### src/rtl/tw_pkg.sv
// Shared types for the implicit search tree walker.
// Assumes nothing beyond a standard SystemVerilog toolchain.
package tw_pkg;

    typedef enum logic [2:0] {
        ST_IDLE,
        ST_READ_ROOT,
        ST_READ_MID,
        ST_READ_LEAF,
        ST_DONE
    } walk_state_t;

endpackage

### src/rtl/tw_first_greater.sv
// Finds the 0-based position of the first boundary strictly greater than
// the key among N packed boundaries (boundary k at [KEY_W*k +: KEY_W]).
// Returns N when none is greater. Assumes the boundaries are sorted
// ascending if the result is to mean "interval index".
module tw_first_greater #(
    parameter int KEY_W = 16,
    parameter int N     = 16,
    parameter int IDX_W = $clog2(N + 1)
) (
    input  logic [N*KEY_W-1:0] bounds,
    input  logic [KEY_W-1:0]   key,
    output logic [IDX_W-1:0]   pos
);

    logic [N-1:0] gt;

    // parallel comparators, one per boundary
    for (genvar g = 0; g < N; g++) begin : g_cmp
        assign gt[g] = bounds[g*KEY_W +: KEY_W] > key;
    end

    // priority encoder: the lowest set comparator wins
    always_comb begin
        pos = IDX_W'(N);
        for (int k = N - 1; k >= 0; k--) begin
            if (gt[k]) pos = IDX_W'(k);
        end
    end

endmodule

### src/rtl/tw_leaf_pick.sv
// Selects the data word of a leaf block. The leaf has N_EP boundaries in the
// low bits and N_EP+1 data words packed directly above them. The caller
// passes only the used bits, so any bits above them never reach this logic.
module tw_leaf_pick #(
    parameter int KEY_W  = 16,
    parameter int DATA_W = 13,
    parameter int N_EP   = 8,
    parameter int USED_W = N_EP*KEY_W + (N_EP+1)*DATA_W
) (
    input  logic [USED_W-1:0] leaf,
    input  logic [KEY_W-1:0]  key,
    output logic [DATA_W-1:0] data
);

    localparam int WORD_BASE = N_EP * KEY_W;
    localparam int IDX_W     = $clog2(N_EP + 1);

    logic [IDX_W-1:0]  sel;
    logic [DATA_W-1:0] words [N_EP+1];

    tw_first_greater #(.KEY_W(KEY_W), .N(N_EP), .IDX_W(IDX_W)) u_search (
        .bounds (leaf[WORD_BASE-1:0]),
        .key    (key),
        .pos    (sel)
    );

    // unpack the data words
    for (genvar g = 0; g <= N_EP; g++) begin : g_word
        assign words[g] = leaf[WORD_BASE + g*DATA_W +: DATA_W];
    end

    // word multiplexer driven by the branch position
    always_comb begin
        data = '0;
        for (int k = 0; k <= N_EP; k++) begin
            if (sel == IDX_W'(k)) data = words[k];
        end
    end

endmodule

### src/rtl/tree_walker.sv
// Walks an implicit three-level search tree: root node, second-level node,
// then leaf, one block read per level. Child addresses are computed from the
// branch position and the fixed full-subtree size. Assumes a memory with one
// cycle of read latency whose data is valid in the cycle after mem_rd, and
// trees that do not wrap around the address space.
module tree_walker
    import tw_pkg::*;
#(
    parameter int ADDR_W  = 10,
    parameter int KEY_W   = 16,
    parameter int DATA_W  = 13,
    parameter int BLK_W   = 256,
    parameter int LEAF_EP = 8
) (
    input  logic              clk,
    input  logic              rst_n,
    input  logic              start,
    input  logic [ADDR_W-1:0] root_addr,
    input  logic [KEY_W-1:0]  key,
    output logic              busy,
    output logic              done,
    output logic [DATA_W-1:0] result,
    output logic              mem_rd,
    output logic [ADDR_W-1:0] mem_addr,
    input  logic [BLK_W-1:0]  mem_rdata
);

    localparam int N_NODE   = BLK_W / KEY_W;
    localparam int IDX_W    = $clog2(N_NODE + 1);
    localparam int MID_SPAN = N_NODE + 2;
    localparam int LEAF_USE = LEAF_EP*KEY_W + (LEAF_EP+1)*DATA_W;

    walk_state_t       state;
    logic [KEY_W-1:0]  key_q;
    logic [ADDR_W-1:0] cur_q;
    logic [DATA_W-1:0] result_q;
    logic [IDX_W-1:0]  node_idx;
    logic [DATA_W-1:0] leaf_data;

    tw_first_greater #(.KEY_W(KEY_W), .N(N_NODE), .IDX_W(IDX_W)) u_node (
        .bounds (mem_rdata[N_NODE*KEY_W-1:0]),
        .key    (key_q),
        .pos    (node_idx)
    );

    tw_leaf_pick #(.KEY_W(KEY_W), .DATA_W(DATA_W), .N_EP(LEAF_EP),
                   .USED_W(LEAF_USE)) u_leaf (
        .leaf (mem_rdata[LEAF_USE-1:0]),
        .key  (key_q),
        .data (leaf_data)
    );

    // read request: root on start, then the computed child addresses
    always_comb begin
        mem_rd   = 1'b0;
        mem_addr = '0;
        case (state)
            ST_IDLE: begin
                mem_rd   = start;
                mem_addr = root_addr;
            end
            ST_READ_ROOT: begin
                mem_rd   = 1'b1;
                mem_addr = cur_q + ADDR_W'(1)
                         + ADDR_W'(MID_SPAN) * ADDR_W'(node_idx);
            end
            ST_READ_MID: begin
                mem_rd   = 1'b1;
                mem_addr = cur_q + ADDR_W'(1) + ADDR_W'(node_idx);
            end
            default: begin
                mem_rd   = 1'b0;
                mem_addr = '0;
            end
        endcase
    end

    // walk sequencer and result register
    always_ff @(posedge clk) begin
        if (!rst_n) begin
            state    <= ST_IDLE;
            key_q    <= '0;
            cur_q    <= '0;
            result_q <= '0;
        end else begin
            case (state)
                ST_IDLE: begin
                    if (start) begin
                        key_q <= key;
                        cur_q <= root_addr;
                        state <= ST_READ_ROOT;
                    end
                end
                ST_READ_ROOT: begin
                    cur_q <= mem_addr;
                    state <= ST_READ_MID;
                end
                ST_READ_MID: begin
                    cur_q <= mem_addr;
                    state <= ST_READ_LEAF;
                end
                ST_READ_LEAF: begin
                    result_q <= leaf_data;
                    state    <= ST_DONE;
                end
                default: state <= ST_IDLE;
            endcase
        end
    end

    assign busy   = (state != ST_IDLE);
    assign done   = (state == ST_DONE);
    assign result = result_q;

    // ---------------- assertions ----------------
    logic [ADDR_W-1:0] step_w;
    assign step_w = mem_addr - cur_q;

    p_done_single_r8: assert property (@(posedge clk) disable iff (!rst_n)
        done |=> !done);

    p_no_read_late_r8: assert property (@(posedge clk) disable iff (!rst_n)
        (state == ST_READ_LEAF || done) |-> !mem_rd);

    p_start_taken_r9: assert property (@(posedge clk) disable iff (!rst_n)
        (!busy && start) |=> (busy && !done));

    p_no_abort_r9: assert property (@(posedge clk) disable iff (!rst_n)
        (busy && !done) |=> busy);

    p_root_step_r4: assert property (@(posedge clk) disable iff (!rst_n)
        (state == ST_READ_ROOT) |-> (mem_rd
            && step_w <= ADDR_W'(1 + MID_SPAN*N_NODE)
            && ((step_w - ADDR_W'(1)) % ADDR_W'(MID_SPAN)) == '0));

    p_leaf_step_r5: assert property (@(posedge clk) disable iff (!rst_n)
        (state == ST_READ_MID) |-> (mem_rd
            && step_w >= ADDR_W'(1) && step_w <= ADDR_W'(N_NODE + 1)));

endmodule

### config.mk
export PLATFORM = sky130hd
export DESIGN_NAME = tree_walker
export DESIGN_NICKNAME = d
export VERILOG_FILES = /design/src/rtl/tw_pkg.sv /design/src/rtl/tw_first_greater.sv /design/src/rtl/tw_leaf_pick.sv /design/src/rtl/tree_walker.sv
export SDC_FILE = /design/constraint.sdc
export NUM_CORES = 1
export LEC_CHECK = 0
export BUFFER_PORTS_ARGS = -buffer_cell sky130_fd_sc_hd__buf_4
export CORE_AREA = 2 2 157 159
export CTS_CLUSTER_SIZE = 25
export DETAILED_ROUTE_END_ITERATION = 16
export DIE_AREA = 0 0 159 161
export GPL_TIMING_DRIVEN = 0
export HOLD_SLACK_MARGIN = 0.12
export PLACE_DENSITY = 0.65
export SETUP_SLACK_MARGIN = 0.05
export SYNTH_ARGS = -nofsm -noshare
export SYNTH_HDL_FRONTEND = slang
export SYNTH_SLANG_ARGS = --single-unit
### constraint.sdc
create_clock -name clk -period 7.4 [get_ports clk]
set_input_delay 0 -clock clk [delete_from_list [all_inputs] [get_ports clk]]
set_output_delay 0 -clock clk [all_outputs]
set_load 0.05 [all_outputs]
; Yosys cells after proc, flatten, opt, wreduce, memory -nomap -nowiden
; Cells that the tools add are included.
[classes]
n_addsub = 3
mul = 1
order_cmp = 16
n_eq_ne = 13
mux = 39
reduce_logical = 7
[op_table]
columns = cell, count
row1 = > comparator 16 bit, 16
row2 = two-way mux 13 bit, 9
row3 = two-way mux 5 bit, 16
row4 = two-way mux 4 bit, 8
row5 = case mux 10 bit (3 select lines), 1
row6 = case mux 10 bit (2 select lines), 1
row7 = "== test 4 x 3 -> 1 bit, second input constant", 4
row8 = case mux 3 bit (4 select lines), 1
row9 = "adder 10 x 1 -> 10 bit, second input constant", 1
row10 = adder 10 bit, 1
row11 = adder 10 x 5 -> 10 bit, 1
row12 = two-way mux 10 bit, 1
row13 = "multiplier 4 x 5 -> 9 bit, first input constant", 1
row14 = "== test 4 x 2 -> 1 bit, second input constant", 2
row15 = "== test 3 x 2 -> 1 bit, second input constant", 2
row16 = "== test 4 x 1 -> 1 bit, second input constant", 1
row17 = "== test 4 bit, second input constant", 1
row18 = zero test 4 bit, 1
row19 = AND reduction 2 bit, 2
row20 = "== test 3 x 1 -> 1 bit, second input constant", 1
row21 = "== test 3 bit, second input constant", 1
row22 = zero test 3 bit, 1
row23 = two-way mux 3 bit, 1
row24 = nonzero test 3 bit, 1
row25 = other kinds (4), 4
[totals]
register_bits = 42
output_inout_bits = 26
wordCells = 83

; Logic depth before layout (Yosys ltp)
[logic_depth]
depth_word = 21
mapped_depth = 24
ltp_nobuf = 23

; Modules after synthesis
; Synthesis repeated with hierarchy kept, for this count alone.
[hier_totals]
hier_cells = 1620
hier_area_um2 = 12674.7
[by_module_without_submodules]
columns = mod, n_inst, cells_each, area_each_um2
row1 = tw_first_greater at u_node, 1, 725, 5870.6
row2 = tw_first_greater at u_leaf.u_search, 1, 364, 2934.1
row3 = tree_walker, 1, 349, 2746.4
row4 = tw_leaf_pick, 1, 182, 1123.6

; Least setup slack after synthesis
; No wires, ideal clock.
[synth_path]
kind = register -> register
from = register key_q[7]
to = register cur_q[7]
setup_time_ns = 0.074
arrival_time_ns = 5.315
required_ns = 7.326
path_slack_ns = 2.011
path_stages_with_launch = 23
synth_period_minus_slack_ns = 5.389
path_cell_list = dfxtp_1 -> inv_1 -> ha_1 -> a21oi_1 -> o21ai_1 -> a221o_1 -> o31a_1 -> a21oi_1 -> nand4_2 -> buf_6 -> o21bai_1 -> inv_1 -> ha_1 -> ha_1 -> inv_1 -> fa_1 -> inv_1 -> ha_1 -> a21o_1 -> xnor2_1 -> o221ai_1 -> nand2_1 -> a31oi_1
[synth_via]
elab_chain_len = 21
[synth_rtl]
columns = element, line_no
row1 = from (decl), tree_walker.sv:34  ; logic [KEY_W-1:0] key_q;
row2 = from (signal assigned), tree_walker.sv:89  ; key_q <= key;
row3 = > comparator 16 bit, tw_first_greater.sv:19  ; assign gt[g] = bounds[g*KEY_W +: KEY_W] > key;
row4 = two-way mux 5 bit (15 in a row), tw_first_greater.sv:26  ; if (gt[k]) pos = IDX_W'(k);
row5 = two-way mux 5 bit (*), tw_first_greater.sv:26
row6 = multiplier 4 x 5 -> 9 bit, tree_walker.sv:65  ; + ADDR_W'(MID_SPAN) * ADDR_W'(node_idx);
row7 = adder 10 bit, tree_walker.sv:65
row8 = case mux 10 bit (3 select lines) (*), tree_walker.sv:57  ; case (state)
row9 = named net mem_addr[7], tree_walker.sv:24  ; output logic [ADDR_W-1:0] mem_addr,
row10 = case mux 10 bit (2 select lines) (*), tree_walker.sv:86  ; case (state)
row11 = to (signal assigned), tree_walker.sv:90  ; cur_q <= root_addr;
row12 = to (signal assigned), tree_walker.sv:95  ; cur_q <= mem_addr;
row13 = to (signal assigned), tree_walker.sv:99  ; cur_q <= mem_addr;
row14 = to (decl), tree_walker.sv:35  ; logic [ADDR_W-1:0] cur_q;
; The timed path passes the listed nets; every way through them passes the cells marked *.
; A chain may end at the register's enable or synchronous reset.

; Worst setup path after layout
[layout_path]
from = register key_q[10]
to = register cur_q[9]
[layout_via]
elab_chain_len = 21
[layout_rtl]
columns = element, line_no
row1 = > comparator 16 bit, tw_first_greater.sv:19
row2 = two-way mux 5 bit (15 in a row), tw_first_greater.sv:26
row3 = two-way mux 5 bit (*), tw_first_greater.sv:26
row4 = multiplier 4 x 5 -> 9 bit, tree_walker.sv:65
row5 = adder 10 bit, tree_walker.sv:65
row6 = case mux 10 bit (3 select lines) (*), tree_walker.sv:57
row7 = case mux 10 bit (2 select lines) (*), tree_walker.sv:86
; Mark *: on every way between the ends. The rest lies on a longest branch, timed or not.

==> summary.txt <==
Clocking
  • Clock sinks: 42
  • TritonCTS clock tree: done
  • Clk slew on worst S/H paths: 70 ps
  • Clock Latency Late Sink: just under 300 ps
  • Root Driver: clkbuf_16
  • Post-CTS sizing: 0
  • Max Root-Sink Buffers: 2
  • H-tree levels: 2
  • CTS Buf Count: 5

Logic synthesis
  • EDFF count, synth: 0
  • Seq/Total Area, Yosys: under 10%
  • Most used flip-flop cell after synthesis: dfxtp_1
  • Ys async rst share: 0%
  • FF+latch count, synth: 42
  • Mapped Cells: between 1,000 and 1,500
  • Net Count, Synth: 1,785
  • Syn Std Cell Area: roughly 9500 µm²
  • Post-synthesis cell type count: 69
  • Ys Warns: 0
  • Avg Cell Area, Syn: 7.734 µm²

Cells and area
  • Share of cells above drive strength 1: a little over a fifth
  • Area grow syn2layout: 35.30%
  • Finished Cell Area: between 10,000 and 15,000 µm²
  • Core Util, Final: between 50 and 60%
  • # fillers: between 2,000 and 2,500
  • Final net count: 2,147

GRT
  • Vias in the first global route: 10,990
  • GRT Overall Usage: 30.67%
  • Remaining Overflow, GRT: 0
  • First-pass GRT wire length: 61,230 µm
  • Largest net degree at the start of global routing: 18
  • Initial antenna violation count: 3

Pwr
  • Clk pwr share: ~15%
  • Maximum VDD drop: 0.0001095 V
  • Total internal power: between 800 and 900 µW
  • P per Cell Area: around 120 nW/µm²
  • Sw frac: around 47%
  • Register share of total power: 17.7%
  • LEAKAGE: between 0.005 and 0.006 µW
  • Combinational share of power: about two thirds
  • Net switching power: ~700 µW

Timing
  • Final Skew: approximately 11 ps
  • Hold Fails Final Rpt: 0
  • Relative slew slack: 7.291%
  • Final period util: between 90 and 100%
  • Final slew viol count: 0
  • Endpoints failing setup: 0
  • RSZ-0062 raised after global routing: false
  • Slew @ Worst Pin: ~1400 ps
  • Final WS setup: about 680 ps
  • Hold Slack: 137.0 ps
  • Setup_tns: 0 ps
  • F_max: about 150 MHz
  • Minimum clock period after layout: 6722 ps

Placed design
  • PortBufs: between 300 and 400
  • GPL Wtd Cong: 1.000
  • DPL Wire Length: about 32,000 µm
  • DP Worst Slack: between 900 and 1000 ps
  • Post-DP Area: 12,190 µm²

Job
  • Max Cap Viol: 0

Die
  • Die height: about 160 µm
  • Die area: roughly 26,000 µm²
  • Core Region: 23,960 µm²
  • Chip Width: ~160 µm
  • Row cnt: 57
  • I/O pin cnt: between 300 and 400
  • Starting Density: about two fifths

Worst setup path
  • Critical-path maximum fanout: 16
  • R2R Setup Slk: around 680 ps
  • CP endpoint kind: flop
  • CP Data Required Time: between 7000 and 8000 ps
  • Setup CP Type: flop to flop
  • Critical Path Start Type: flop
  • Critical Path AT: roughly 7000 ps

Detailed routing
  • First DRT Iteration DRCs: 910
  • Final wirelength: between 40,000 and 50,000 µm
  • DRC Markers: 0
  • DR vias: ~11,000
  • Vias per inst: 5.914
  • Routed WL per cell: 21.28 µm
  • Routed Antenna Nets: 0
  • Drt pass-1 iters: 5

Status
  • Status: completed

Min path
  • Min-Delay Path Class: primary input to flop
-- per-layer routing --
layer | track usage, % | vias up | routed length, µm
met5 | 0 | - | 15
met4 | 11.28 | 2 | 1545
met3 | 6.138 | 101 | 3844
met2 | 49.96 | 572 | 17970
met1 | 40.23 | 5180 | 17310
li1 | - | 5452 | -
-- power by group through the flow --
stage	combinational, µW	clock [µW]	sequential, µW
3_5_place_dp	980	0	275
6_report	1030	228	271
4_1_cts	1010	231	270
2_1_floorplan	606	0	274
5_1_grt	1130	241	273
3_3_place_gp	966	0	275
-- synth_stat cells (12+ instances only) --
master | n | area, µm²
a211oi_1 | 20 | 150.1
a21o_1 | 32 | 240.2
a21oi_1 | 110 | 550.5
a221oi_1 | 32 | 280.3
a22oi_1 | 34 | 255.2
clkbuf_1 | 17 | 63.81
dfxtp_1 | 42 | 840.8
ha_1 | 274 | 3428
inv_1 | 63 | 236.5
nand2_1 | 144 | 540.5
nand3_1 | 39 | 195.2
nand4_1 | 48 | 300.3
nor2_1 | 65 | 244.0
nor2b_1 | 16 | 100.1
nor3_1 | 17 | 85.08
o21a_1 | 21 | 157.7
o21ai_0 | 59 | 295.3
xnor2_1 | 12 | 105.1
-- critical path: stages, from the launching register on --
cell and delay [ps]:
dfxtp_1 310, inv_1 880, ha_1 400, nand3_1 110
nor3_1 60, a221o_1 310, o31a_1 400, a21oi_1 630
nand4_2 320, buf_6 240, o21bai_1 180, inv_1 100
ha_1 150, ha_1 160, inv_1 60, fa_1 510
inv_1 50, ha_1 330, a21o_1 200, a31oi_1 200
xor2_1 160, nand2_1 90, a211oi_1 240, dlygate4sd3_1 560
-- final timing paths --
| check | from | to | cells past startpoint |
|---|---|---|---|
| min | mem_rdata[222] | result[3]$_SDFFE_PN0P_ | 3 |
| max reg2reg | key_q[10]$_SDFFE_PN0P_ | cur_q[9]$_SDFFE_PN0P_ | 23 |
| max | key_q[10]$_SDFFE_PN0P_ | cur_q[9]$_SDFFE_PN0P_ | 23 |
| min reg2reg | key_q[8]$_SDFFE_PN0P_ | key_q[8]$_SDFFE_PN0P_ | 2 |
-- state kept, by name, summed over array words and instances (netlist names) --
signal,count
cur_q,10
key_q,16
state,3
result,13
-- what timing repair did --
action	CTS	global route
buffers inserted	0	0
hold buffers	45	0
hold endpoints to repair	35	0
-- cell type report --
type / instances / area, µm² / share of cell area, %
diodes: 2 / 5.005 / 0.03910
plain buffers: 30 / 133.9 / 1.046
clock buffers: 6 / 138.9 / 1.085
clock inverters: 2 / 12.51 / 0.09776
inverters: 63 / 236.5 / 1.848
multi-input cells: 1088 / 8248 / 64.44
flip-flops and latches: 42 / 840.8 / 6.570
well taps: 324 / 405.4 / 3.167
repair buffers: 355 / 2778 / 21.70
-- cells by family (layout without fill, tap and decap cells) --
family / after synthesis / after routing / synth area share [%]
DFF: 42 / 42 / 8.889
and+or+nand+nor: 389 / 389 / 19.99
AOI/OAI and AO/OA: 395 / 395 / 27.78
other: 0 / 2 / 0
adders and majority gates: 277 / 277 / 36.88
muxes: 4 / 4 / 0.4233
xor gates and xnor gates: 23 / 23 / 2.130
buffers and inverters: 93 / 456 / 3.915
-- placed cells by master, fill, tap and decap left out, types with 8 or more instances in the layout --
cell	netlist	final
buf_4	0	310
ha_1	274	274
nand2_1	144	144
a21oi_1	110	110
nor2_1	65	65
inv_1	63	63
o21ai_0	59	59
nand4_1	48	48
dlygate4sd3_1	0	45
dfxtp_1	42	42
nand3_1	39	39
a22oi_1	34	34
a21o_1	32	32
a221oi_1	32	32
o21a_1	21	21
a211oi_1	20	20
nor3_1	17	17
clkbuf_1	17	17
nor2b_1	16	16
xnor2_1	12	12
nor4_1	11	11
o211ai_1	11	11
a31oi_1	11	11
buf_2	11	11
xor2_1	11	11
o31ai_1	8	8
o21ai_1	8	8
-- through the flow --
| step | cells | total power [µW] |
|---|---|---|
| 2_1_floorplan | 1223 | 880.0 |
| 3_3_place_gp | 1857 | 1240 |
| 3_5_place_dp | 1857 | 1255 |
| 4_1_cts | 1910 | 1507 |
| 5_1_grt | 1912 | 1641 |
| 6_report | 1912 | 1527 |
Power figures use the tool's default switching activity.
